## src/rtl/cyc_pwm_pkg.sv

```systemverilog
`timescale 1ns/1ps
package cyc_pwm_pkg;
  parameter int CNT_W  = 32;
  parameter int POS_W  = CNT_W + 1;
  parameter int DATA_W = 32;
  parameter int ADDR_W = 8;

  localparam logic [ADDR_W-1:0] OFS_CTRL = ADDR_W'(8'h00);
  localparam logic [ADDR_W-1:0] OFS_LOW  = ADDR_W'(8'h18);
  localparam logic [ADDR_W-1:0] OFS_HIGH = ADDR_W'(8'h1C);

  localparam int B_RUN   = 0;
  localparam int B_MODE  = 2;
  localparam int B_LOAD  = 5;
  localparam int B_TRIG  = 9;
  localparam int B_INV   = 10;
  localparam int B_DRIVE = 14;

  localparam logic [DATA_W-1:0] CTRL_KEEP =
    (DATA_W'(1) << B_RUN) | (DATA_W'(1) << B_MODE) | (DATA_W'(1) << B_TRIG) |
    (DATA_W'(1) << B_INV) | (DATA_W'(1) << B_DRIVE);

  typedef logic [CNT_W-1:0] cnt_t;
  typedef logic [POS_W-1:0] pos_t;

  // Full period length; one extra bit so that two maximal counts fit.
  function automatic pos_t period_of(cnt_t hi, cnt_t lo);
    return {1'b0, hi} + {1'b0, lo};
  endfunction

  // Position of the next cycle inside a period of length per (0 stays at 0).
  function automatic pos_t pos_advance(pos_t p, pos_t per);
    pos_t n;
    n = p + POS_W'(1);
    if (n >= per) return '0;
    return n;
  endfunction

  // Output level for a given position: high while inside the high phase.
  function automatic logic level_at(logic run, pos_t p, cnt_t hi);
    return run && (p < {1'b0, hi});
  endfunction
endpackage

```

## src/rtl/cyc_pwm_regs.sv

```systemverilog
`timescale 1ns/1ps
module cyc_pwm_regs
  import cyc_pwm_pkg::*;
(
  input  logic              clk,
  input  logic              rst_n,
  input  logic              bus_wr,
  input  logic [ADDR_W-1:0] bus_addr,
  input  logic [DATA_W-1:0] bus_wdata,
  output logic [DATA_W-1:0] bus_rdata,
  output cnt_t              act_hi,
  output cnt_t              act_lo,
  output logic              run,
  output logic              load_evt
);
  logic [DATA_W-1:0] ctrl_q;
  cnt_t sh_hi, sh_lo;
  logic ctrl_wr, low_wr, high_wr;

  assign ctrl_wr  = bus_wr && (bus_addr == OFS_CTRL);
  assign low_wr   = bus_wr && (bus_addr == OFS_LOW);
  assign high_wr  = bus_wr && (bus_addr == OFS_HIGH);
  assign load_evt = ctrl_wr && bus_wdata[B_LOAD];
  assign run      = ctrl_q[B_RUN] && ctrl_q[B_DRIVE];

  always_ff @(posedge clk) begin
    if (!rst_n) begin
      ctrl_q <= '0;
      sh_hi  <= '0;
      sh_lo  <= '0;
      act_hi <= '0;
      act_lo <= '0;
    end else begin
      if (ctrl_wr) ctrl_q <= bus_wdata & CTRL_KEEP;
      if (low_wr)  sh_lo  <= bus_wdata[CNT_W-1:0];
      if (high_wr) sh_hi  <= bus_wdata[CNT_W-1:0];
      if (load_evt) begin
        act_hi <= sh_hi;
        act_lo <= sh_lo;
      end
    end
  end

  always_comb begin
    bus_rdata = '0;
    case (bus_addr)
      OFS_CTRL: bus_rdata = ctrl_q;
      OFS_LOW:  bus_rdata = DATA_W'(sh_lo);
      OFS_HIGH: bus_rdata = DATA_W'(sh_hi);
      default:  bus_rdata = '0;
    endcase
  end

  // active counts move only on a control write
  p_shadow_hold_r3: assert property (@(posedge clk) disable iff (!rst_n)
    !ctrl_wr |=> ($stable(act_hi) && $stable(act_lo)));

  // a load copies the shadows as they stood before the edge
  p_load_copy_r6: assert property (@(posedge clk) disable iff (!rst_n)
    load_evt |=> (act_hi == $past(sh_hi) && act_lo == $past(sh_lo)));

  // unmapped writes leave the control register alone
  p_unmapped_wr_r9: assert property (@(posedge clk) disable iff (!rst_n)
    (bus_wr && !ctrl_wr && !low_wr && !high_wr) |=> $stable(ctrl_q));
endmodule

```

## src/rtl/cyc_pwm_gen.sv

```systemverilog
`timescale 1ns/1ps
module cyc_pwm_gen
  import cyc_pwm_pkg::*;
(
  input  logic clk,
  input  logic rst_n,
  input  logic run,
  input  logic load_evt,
  input  cnt_t act_hi,
  input  cnt_t act_lo,
  output logic pwm_out
);
  pos_t pos_q, period;

  assign period  = period_of(act_hi, act_lo);
  assign pwm_out = level_at(run, pos_q, act_hi);

  always_ff @(posedge clk) begin
    if (!rst_n)        pos_q <= '0;
    else if (load_evt) pos_q <= '0;
    else if (!run)     pos_q <= '0;
    else               pos_q <= pos_advance(pos_q, period);
  end

  // no high output without both gate bits
  p_gate_r4: assert property (@(posedge clk) disable iff (!rst_n)
    pwm_out |-> run);

  // zero high count never drives high
  p_idle_low_r7: assert property (@(posedge clk) disable iff (!rst_n)
    (act_hi == '0) |-> !pwm_out);

  // a load restarts the period
  p_restart_r6: assert property (@(posedge clk) disable iff (!rst_n)
    load_evt |=> (pos_q == '0));

  // the position stays inside a nonzero period
  p_pos_range_r5: assert property (@(posedge clk) disable iff (!rst_n)
    (period != '0) |-> (pos_q < period));
endmodule

```

## src/rtl/cyc_pwm.sv

```systemverilog
`timescale 1ns/1ps
module cyc_pwm
  import cyc_pwm_pkg::*;
(
  input  logic              clk,
  input  logic              rst_n,
  input  logic              bus_wr,
  input  logic [ADDR_W-1:0] bus_addr,
  input  logic [DATA_W-1:0] bus_wdata,
  output logic [DATA_W-1:0] bus_rdata,
  output logic              pwm_out
);
  cnt_t act_hi, act_lo;
  logic run, load_evt;

  cyc_pwm_regs u_regs (
    .clk(clk), .rst_n(rst_n), .bus_wr(bus_wr), .bus_addr(bus_addr),
    .bus_wdata(bus_wdata), .bus_rdata(bus_rdata), .act_hi(act_hi),
    .act_lo(act_lo), .run(run), .load_evt(load_evt)
  );

  cyc_pwm_gen u_gen (
    .clk(clk), .rst_n(rst_n), .run(run), .load_evt(load_evt),
    .act_hi(act_hi), .act_lo(act_lo), .pwm_out(pwm_out)
  );
endmodule

```

## config.mk

```make
export PLATFORM = sky130hd
export DESIGN_NAME = cyc_pwm
export DESIGN_NICKNAME = d
export VERILOG_FILES = /design/src/rtl/cyc_pwm_pkg.sv /design/src/rtl/cyc_pwm_regs.sv /design/src/rtl/cyc_pwm_gen.sv /design/src/rtl/cyc_pwm.sv
export SDC_FILE = /design/constraint.sdc
export NUM_CORES = 1
export LEC_CHECK = 0
export CAP_MARGIN = 10
export CORE_UTILIZATION = 45
export CTS_BUF_LIST = sky130_fd_sc_hd__clkbuf_8 sky130_fd_sc_hd__clkbuf_16
export DETAILED_ROUTE_END_ITERATION = 8
export HOLD_SLACK_MARGIN = 0.06
export PLACE_DENSITY = 0.73
export SETUP_SLACK_MARGIN = 0.4
export SYNTH_ARGS = -nofsm -noshare
export SYNTH_HDL_FRONTEND = slang
export SYNTH_SLANG_ARGS = --single-unit
export TNS_END_PERCENT = 10
```

## constraint.sdc

```tcl
create_clock -name clk -period 6.3 [get_ports clk]
set_clock_uncertainty 0.1 [all_clocks]
set_input_delay 1.26 -clock clk [delete_from_list [all_inputs] [get_ports clk]]
set_output_delay 1.26 -clock clk [all_outputs]
set_load 0.02 [all_outputs]
```

# After elaboration in Yosys (flattened, before gate mapping)
# Cells that the tools add are included.
dict set report word_totals {
  inputBits 43
  regBits 166
  wordCells 29
  output_inout_bits 33
}
dict set report classes {
  n_lt_le_gt_ge 2
  reduce_logical 8
  eq_ne 2
  add_sub_neg 2
  n_bitwise 2
  n_mux 7
}
# cell n
set ops {}
lappend ops {{one-hot mux 32 bit (3 select lines)} 1}
lappend ops {{2-to-1 mux 33 bit} 2}
lappend ops {{adder 32 x 32 -> 33 bit} 1}
lappend ops {{adder 33 x 1 -> 33 bit (second input constant)} 1}
lappend ops {{greater-or-equal comparator 33 bit} 1}
lappend ops {{< comparator 33 x 32 -> 1 bit} 1}
lappend ops {{equality test 8 x 5 -> 1 bit (second input constant)} 2}
lappend ops {{zero test 8 bit} 1}
lappend ops {{logical AND 1 bit} 6}
lappend ops {{2-to-1 mux 1 bit} 4}
lappend ops {{OR reduction 3 bit} 1}
lappend ops {{inverter 1 bit} 2}

# Depth between registers and ports, before layout
# Gate-level depths: netlist (run 1).
dict set report depth {
  word_depth 7
  mapped_depth 18
}

# Cells and area by module
# A second synthesis (run 1) with hierarchy kept.
dict set report hier_totals {
  cells_unflattened 1148
  hier_area_um2 10243.6
}
# module cells_each seq_area_each_um2 area_per_inst_um2 instances
set by_module_without_submodules {}
lappend by_module_without_submodules {cyc_pwm_regs 528 2662.6 5360.1 1}
lappend by_module_without_submodules {cyc_pwm_gen 620 660.6 4883.4 1}

# Least setup slack after synthesis (run 1)
# No wires, ideal clock.
dict set report synth_timing {
  kind {input port to output port}
  from {in bus_addr[0]}
  to {out bus_rdata[12]}
  path_stages 4
  t_arrival_ns 2.723
  path_buffers 1
  t_required_ns 4.940
  setup_slack_ns 2.217
  path_cell_list {or4_4 nor3_2 clkbuf_1 a22o_1}
}
dict set report synth_between {
  elab_chain_cells 2
  elab_cells_between_ends 4
  cone_classes {eq/ne (2); mux (1); reduce/logical (1)}
}
# element line
set synth_lines {}
lappend synth_lines {{from (decl)} cyc_pwm.sv:8} ;# input logic [ADDR_W-1:0] bus_addr,
lappend synth_lines {{equality test 8 x 5 -> 1 bit or zero test 8 bit (tied branches)} cyc_pwm_regs.sv:46} ;# case (bus_addr)
lappend synth_lines {{one-hot mux 32 bit (3 select lines) (*)} cyc_pwm_regs.sv:46}
lappend synth_lines {{to (decl)} cyc_pwm.sv:10} ;# output logic [DATA_W-1:0] bus_rdata,
# Mark *: on every way between the ends. The rest lies on a longest branch, timed or not.

# Final worst setup path (run 1)
dict set report layout_timing {
  from {in bus_addr[0]}
  to {out bus_rdata[2]}
}
# Same word-level chain as after synthesis.

==> qor.yml, run 1 <==
status: "finished clean"
synth_edf_count: 0
hold_viol: 0
cap_violations: 0
grt_util_all_layers_pct: 22.3
leakagePower_nw: 4.45
post-route-util_pct: 52.9
period_needed_ps: 5150
use_met1_pct: 32.5
timing.hold.worst.class: "reg -> reg"
timing.rr.end: "u_gen.pos_q[1]$_SDFF_PP0_"
cts_resized: 0
nets: 1447
cts_setup_buffers: 0
die_h_um: 152
diodes: 0
p_int_mw: 1.62
antenna_found_initial: 0
synthCells: 1266
dpl.cell_count: 1567
synth_top_area_share_pct: 33.0
drt_iter0_markers: 650
ios: 76
viasPerCell: 5.57
vias: 8903
yosysUniqueCellTypes: 63
path_buf_inv: 3
crit_path_start_kind: "primary input"
dieArea_um2: 23000
power_switching_mw: 0.529
fmax_mhz: 194
synth_warnings: 0
rsz0062_at_grt: "false"
initial_core_util_pct: 46.0
fin_area_um2: 11600
avgSynthCellArea_um2: 7.96
ys.flop_type: "dfxtp_1"
p_sw_share_pct: 24.7
setup_viol: 0
timing.slew.headroom_pct: 23.9
syn_nets: 1407
path_cells: "clkdlybuf4s50_1 -> or4_4 -> nor4b_4 -> a222oi_1 -> inv_1 -> clkdlybuf4s50_1"
worstPathMaxFanout: 13
busiest_layer: "met2"
ys_async_sr_fraction_pct: 0
core_um2: 21900
area_growth_pct: 14.8
drtAntennaViolNets: 0
crit_path_top_delay_cell: "nor4b_4"
worstSetupPathType: "in -> out"
ys_ff_latch: 166
peakVddDrop_mv: 0.185
cp-end-kind: "primary output"
grt_pass1_wl_mm: 40.7
root_buffer: "clkbuf_16"
slew_violations: 0
cts_hold_repair.buffers: 0
clkSlewWorstSetupHoldPaths_ps: 70
worstMarginPinSlew_ps: 1140
place_area_um2: 11000
synth.most_common_cell: "nand2_1"
r2r-start: "u_regs.act_hi[0]$_SDFFE_PN0P_"
dp_hpwl_mm: 18.1
period_share_pct: 81.8
combinationalPowerShare_pct: 2.8
met3_usage_pct: 3.62
cp_top_family: "simple AND/OR/NAND/NOR gates"
grt_pass1_vias: 8155
hold_path_end: "u_regs.act_lo[8]$_SDFFE_PN0P_"
powerDensity_nw_per_um2: 185
reg2reg_depth: 15
port_buffers: 75
gp_congestion: 0.885
dr.pass1.iters: 5
cp.arrival_ps: 3790
grt_overflow_total: 0
wl_mm: 24.6
synth.largest_area_cell: "dfxtp_1"
final-instance-count-excl-fill: 1599
htreeDepth: 4
whs_path_depth: 2
reg2reg_setup_slack_ps: 1750
wl_per_cell_um: 15.4
layout-drive-gt1-share_pct: 4.40
numClockSinks: 166
drc: 0
numCtsBuffers: 17
syn_area_um2: 10100
synth.cells.most_frequent: "nand2_1, dfxtp_1, a21boi_1, ha_1, nor2_1"
cp_common_cell: "clkdlybuf4s50_1"
ys_top_cells_by_area: "dfxtp_1, nand2_1, ha_1"
synth-seq-area-share_pct: 33.0
cpPeakStageDelay_ps: 620
p_clk_share_pct: 48.3
holdWs_ps: 359
p_seq_share_pct: 48.9
nFillCells: 2085
worst_skew_pair.late_latency_ps: 440
fp.dieW_um: 152
grt_max_degree: 134
min_from: "u_regs.act_lo[8]$_SDFFE_PN0P_"
worstPathRequired_ps: 4940
cts_tree: "yes"
row_count: 54
tns_ps: 0
use_met2_pct: 32.9
cts_buffer_depth: 2
==> kinds of logic after synthesis <==
logic type / count (synthesis) / share of synthesized area, %
AOI/OAI and AO/OA: 319 / 22.9
xor gates and xnor gates: 59 / 5.13
adders and majority gates: 98 / 12.2
buffers and inverters: 112 / 4.63
DFF: 166 / 33.0
muxes: 1 / 0.0993
and+or+nand+nor: 511 / 22.1
==> power groups by stage <==
| stage | clock (mW) | combinational [mW] | sequential, mW |
|---|---|---|---|
| finish | 1.04 | 0.0595 | 1.05 |
| global route | 1.09 | 0.0632 | 1.05 |
| CTS | 1.05 | 0.0596 | 1.05 |
| detailed placement | 0 | 0.0593 | 1.07 |
| global placement | 0 | 0.0590 | 1.07 |
| floorplan | 0 | 0.0235 | 1.07 |
==> metal layers <==
layer	vias to the layer above	wire, um
li1	4486	-
met3	34	1320
met2	254	10400
met1	4129	12400
met4	0	520
met5	-	0
==> layout by cell type, fill, tap and decap left out, types with 12 or more instances in the layout <==
master	synthesis	layout
xnor2_1	33	33
a21oi_1	41	41
a21boi_0	12	12
nor3_1	12	12
o21ai_0	26	26
dfxtp_1	166	166
ha_1	97	97
xor2_1	26	26
a21boi_1	124	124
inv_1	48	49
nand3_1	25	24
nand4_1	20	20
clkbuf_16	0	17
a22o_1	27	27
nor2_1	72	72
a21o_1	28	28
clkdlybuf4s50_1	0	74
nand2_1	333	333
==> metrics by stage <==
| stage | power [mW] | worst slack (ps) |
|---|---|---|
| after floorplan | 1.10 | 2220 |
| after global placement | 1.13 | 1170 |
| final | 2.15 | 1150 |
| after CTS | 2.16 | 1150 |
| after global routing | 2.20 | 1070 |
| after detailed placement | 1.13 | 1160 |
==> sequential cells by signal, indices dropped and copies added, names as in the netlist <==
name,count
u_regs.act_hi,32
u_regs.ctrl_q,5
u_regs.sh_lo,32
u_regs.sh_hi,32
u_regs.act_lo,32
u_gen.pos_q,33
==> worst max path at each step <==
stage / start / endpoint / cells after the start
2_1_floorplan: bus_addr[0] / bus_rdata[12] / 4
3_3_place_gp: bus_addr[0] / bus_rdata[2] / 6
3_5_place_dp: bus_addr[0] / bus_rdata[2] / 6
4_1_cts: bus_addr[0] / bus_rdata[2] / 6
5_1_grt: bus_addr[0] / bus_rdata[0] / 6
6_report: bus_addr[0] / bus_rdata[2] / 6
==> tightest hold or removal path: stages, from the launching register on <==
cell      delay, ps
dfxtp_1         310
nand2_1          50
a21boi_1         50
==> final cells by class <==
type | count | area, um^2 | area share, %
multi-input cells | 988 | 6310 | 54.6
flip-flops and latches | 166 | 3320 | 28.7
repair buffers | 85 | 821 | 7.09
clock buffers | 17 | 425 | 3.68
well taps | 280 | 350 | 3.03
inverters | 48 | 180 | 1.56
clock inverters | 15 | 159 | 1.37
(Power assumes the default switching activity.)
==> run 2: changes to the inputs <==
==> constraint.sdc (replaced) <==
create_clock -name clk -period 5.4 [get_ports clk]
set_clock_uncertainty 0.1 [all_clocks]
set_input_delay 1.08 -clock clk [delete_from_list [all_inputs] [get_ports clk]]
set_output_delay 1.08 -clock clk [all_outputs]
set_load 0.02 [all_outputs]
==> qor.yml, run 2 (synthesized netlist as in run 1, its figures left out) <==
cap_violations: 0
root_buffer: "clkbuf_16"
numCtsBuffers: 17
timing.final.ws_setup_ps: 730
slew_violations: 0
worstPathMaxFanout: 9
worst_skew_pair.late_latency_ps: 440
fp.dieW_um: 152
gp_congestion: 0.889
cp.arrival_ps: 3490
fin_area_um2: 11600
viasPerCell: 5.59
grt_pass1_wl_mm: 41.6
cts_buffer_depth: 2
dp_hpwl_mm: 18.6
initial_core_util_pct: 46.0
setup_viol: 0
final_common_cell: "nand2_1"
wl_mm: 25.2
drc: 0
powerDensity_nw_per_um2: 221
grt_util_all_layers_pct: 22.9
row_count: 54
endpoint: "bus_rdata[2]"
holdWs_ps: 357
drtAntennaViolNets: 0
crit_start: "bus_addr[0]"
post-route-util_pct: 53.1
top_register: "u_gen.pos_q"
worstPathRequired_ps: 4220
cts_tree: "yes"
cts_hold_repair.buffers: 0
crit_path_top_delay_cell: "clkdlybuf4s50_1"
vias: 8950
grt_max_degree: 127
path_cells: "clkdlybuf4s50_1 -> or4_4 -> nor4b_4 -> buf_4 -> a222oi_1 -> inv_1 -> clkdlybuf4s50_1"
pre_cts_slack_ps: 715
tns_ps: 0
cp_top_family: "buffers and inverters"
final-instance-count-excl-fill: 1601
cts_resized: 0
ios: 76
drt_iter0_markers: 631
area_growth_pct: 15.4
grt_pass1_vias: 8245
layout_common_cells: "nand2_1, dfxtp_1, a21boi_1"
total_power_mw: 2.57
timing.hold.worst.class: "reg -> reg"
r2r-start: "u_regs.act_hi[0]$_SDFFE_PN0P_"
timing.slew.headroom_pct: 30.4
reg2reg_depth: 16
die_h_um: 152
diodes: 0
numClockSinks: 166
dieArea_um2: 23000
antenna_found_initial: 0
nets: 1449
place_area_um2: 11000
grt_overflow_total: 0
wl_per_cell_um: 15.8
hold_viol: 0
rsz0062_at_grt: "false"
period_share_pct: 86.5
fmax_mhz: 214
largest_reg_flops: 33
cpPeakStageDelay_ps: 610
crit_path_start_kind: "primary input"
path_buf_inv: 4
cp_common_cell: "clkdlybuf4s50_1"
core_um2: 21900
timing.rr.end: "u_gen.pos_q[0]$_SDFF_PP0_"
path_depth: 7
status: "finished clean"
reg2reg_setup_slack_ps: 920
dr.pass1.iters: 5
cp-end-kind: "primary output"
clkSlewWorstSetupHoldPaths_ps: 70
leakagePower_nw: 4.47
port_buffers: 75
layout-drive-gt1-share_pct: 4.62
worstSetupPathType: "in -> out"
peakVddDrop_mv: 0.216
cts_setup_buffers: 0
worstMarginPinSlew_ps: 1040
period_needed_ps: 4670
htreeDepth: 4
dpl.cell_count: 1569
## run 2: changes by cell type in the layout (fill, tap and decap cells not counted), sizes merged
cell / change
buf: +2
bufinv: +1
clkinv: -1
clkinvlp: +1
inv: -1
## run 2: worst min path at each step
stage               slack (ps)                            from  depth (start not counted)                              to
floorplan                  340   u_regs.act_lo[0]$_SDFFE_PN0P_                          2   u_regs.act_lo[0]$_SDFFE_PN0P_
global placement           340  u_regs.act_lo[14]$_SDFFE_PN0P_                          2  u_regs.act_lo[14]$_SDFFE_PN0P_
detailed placement         350  u_regs.act_lo[14]$_SDFFE_PN0P_                          2  u_regs.act_lo[14]$_SDFFE_PN0P_
CTS                        360  u_regs.act_lo[14]$_SDFFE_PN0P_                          2  u_regs.act_lo[14]$_SDFFE_PN0P_
global route               380  u_regs.act_lo[23]$_SDFFE_PN0P_                          2  u_regs.act_lo[23]$_SDFFE_PN0P_
finish                     360  u_regs.act_lo[14]$_SDFFE_PN0P_                          2  u_regs.act_lo[14]$_SDFFE_PN0P_
## run 2: layout make-up
type / count / area (um^2)
Clock buffer: 17 / 425
Clock inverter: 15 / 199
Fill cell: 2106 / 10300
Inverter: 48 / 180
Multi-Input combinational cell: 988 / 6310
Sequential cell: 166 / 3320
Tap cell: 280 / 350
Timing Repair Buffer: 87 / 836
## run 2: metal layers
metal	part of all wire (%)	track usage [%]	wire [um]
met2	43	33.4	10800
met5	0	0	0
met1	48	33.2	12100
met4	2.5	7.92	641
met3	6.7	4.37	1690
## run 2: tightest hold or removal path, delay by kind of cell, from the launching register on
kind	cells	cell delay [ps]
AND/OR/NAND/NOR	1	50
AO/OA/AOI/OAI	1	50
flip-flops	1	310
## run 2: report_power, final
| group | switching [mW] | internal, mW |
|---|---|---|
| registers | 0.000673 | 1.22 |
| logic | 0.0265 | 0.0431 |
| clock network | 0.607 | 0.673 |
==> run 3: changes to the inputs <==
--- a/config.mk
+++ b/config.mk
@@ -5,6 +5,7 @@
 export SDC_FILE = /design/constraint.sdc
 export NUM_CORES = 1
 export LEC_CHECK = 0
+export ABC_CLOCK_PERIOD_IN_PS = 5400
 export CAP_MARGIN = 10
 export CORE_UTILIZATION = 45
 export CTS_BUF_LIST = sky130_fd_sc_hd__clkbuf_8 sky130_fd_sc_hd__clkbuf_16
==> results of run 3 <==
No change in the layout: final DEF, timing and power equal those of run 2.
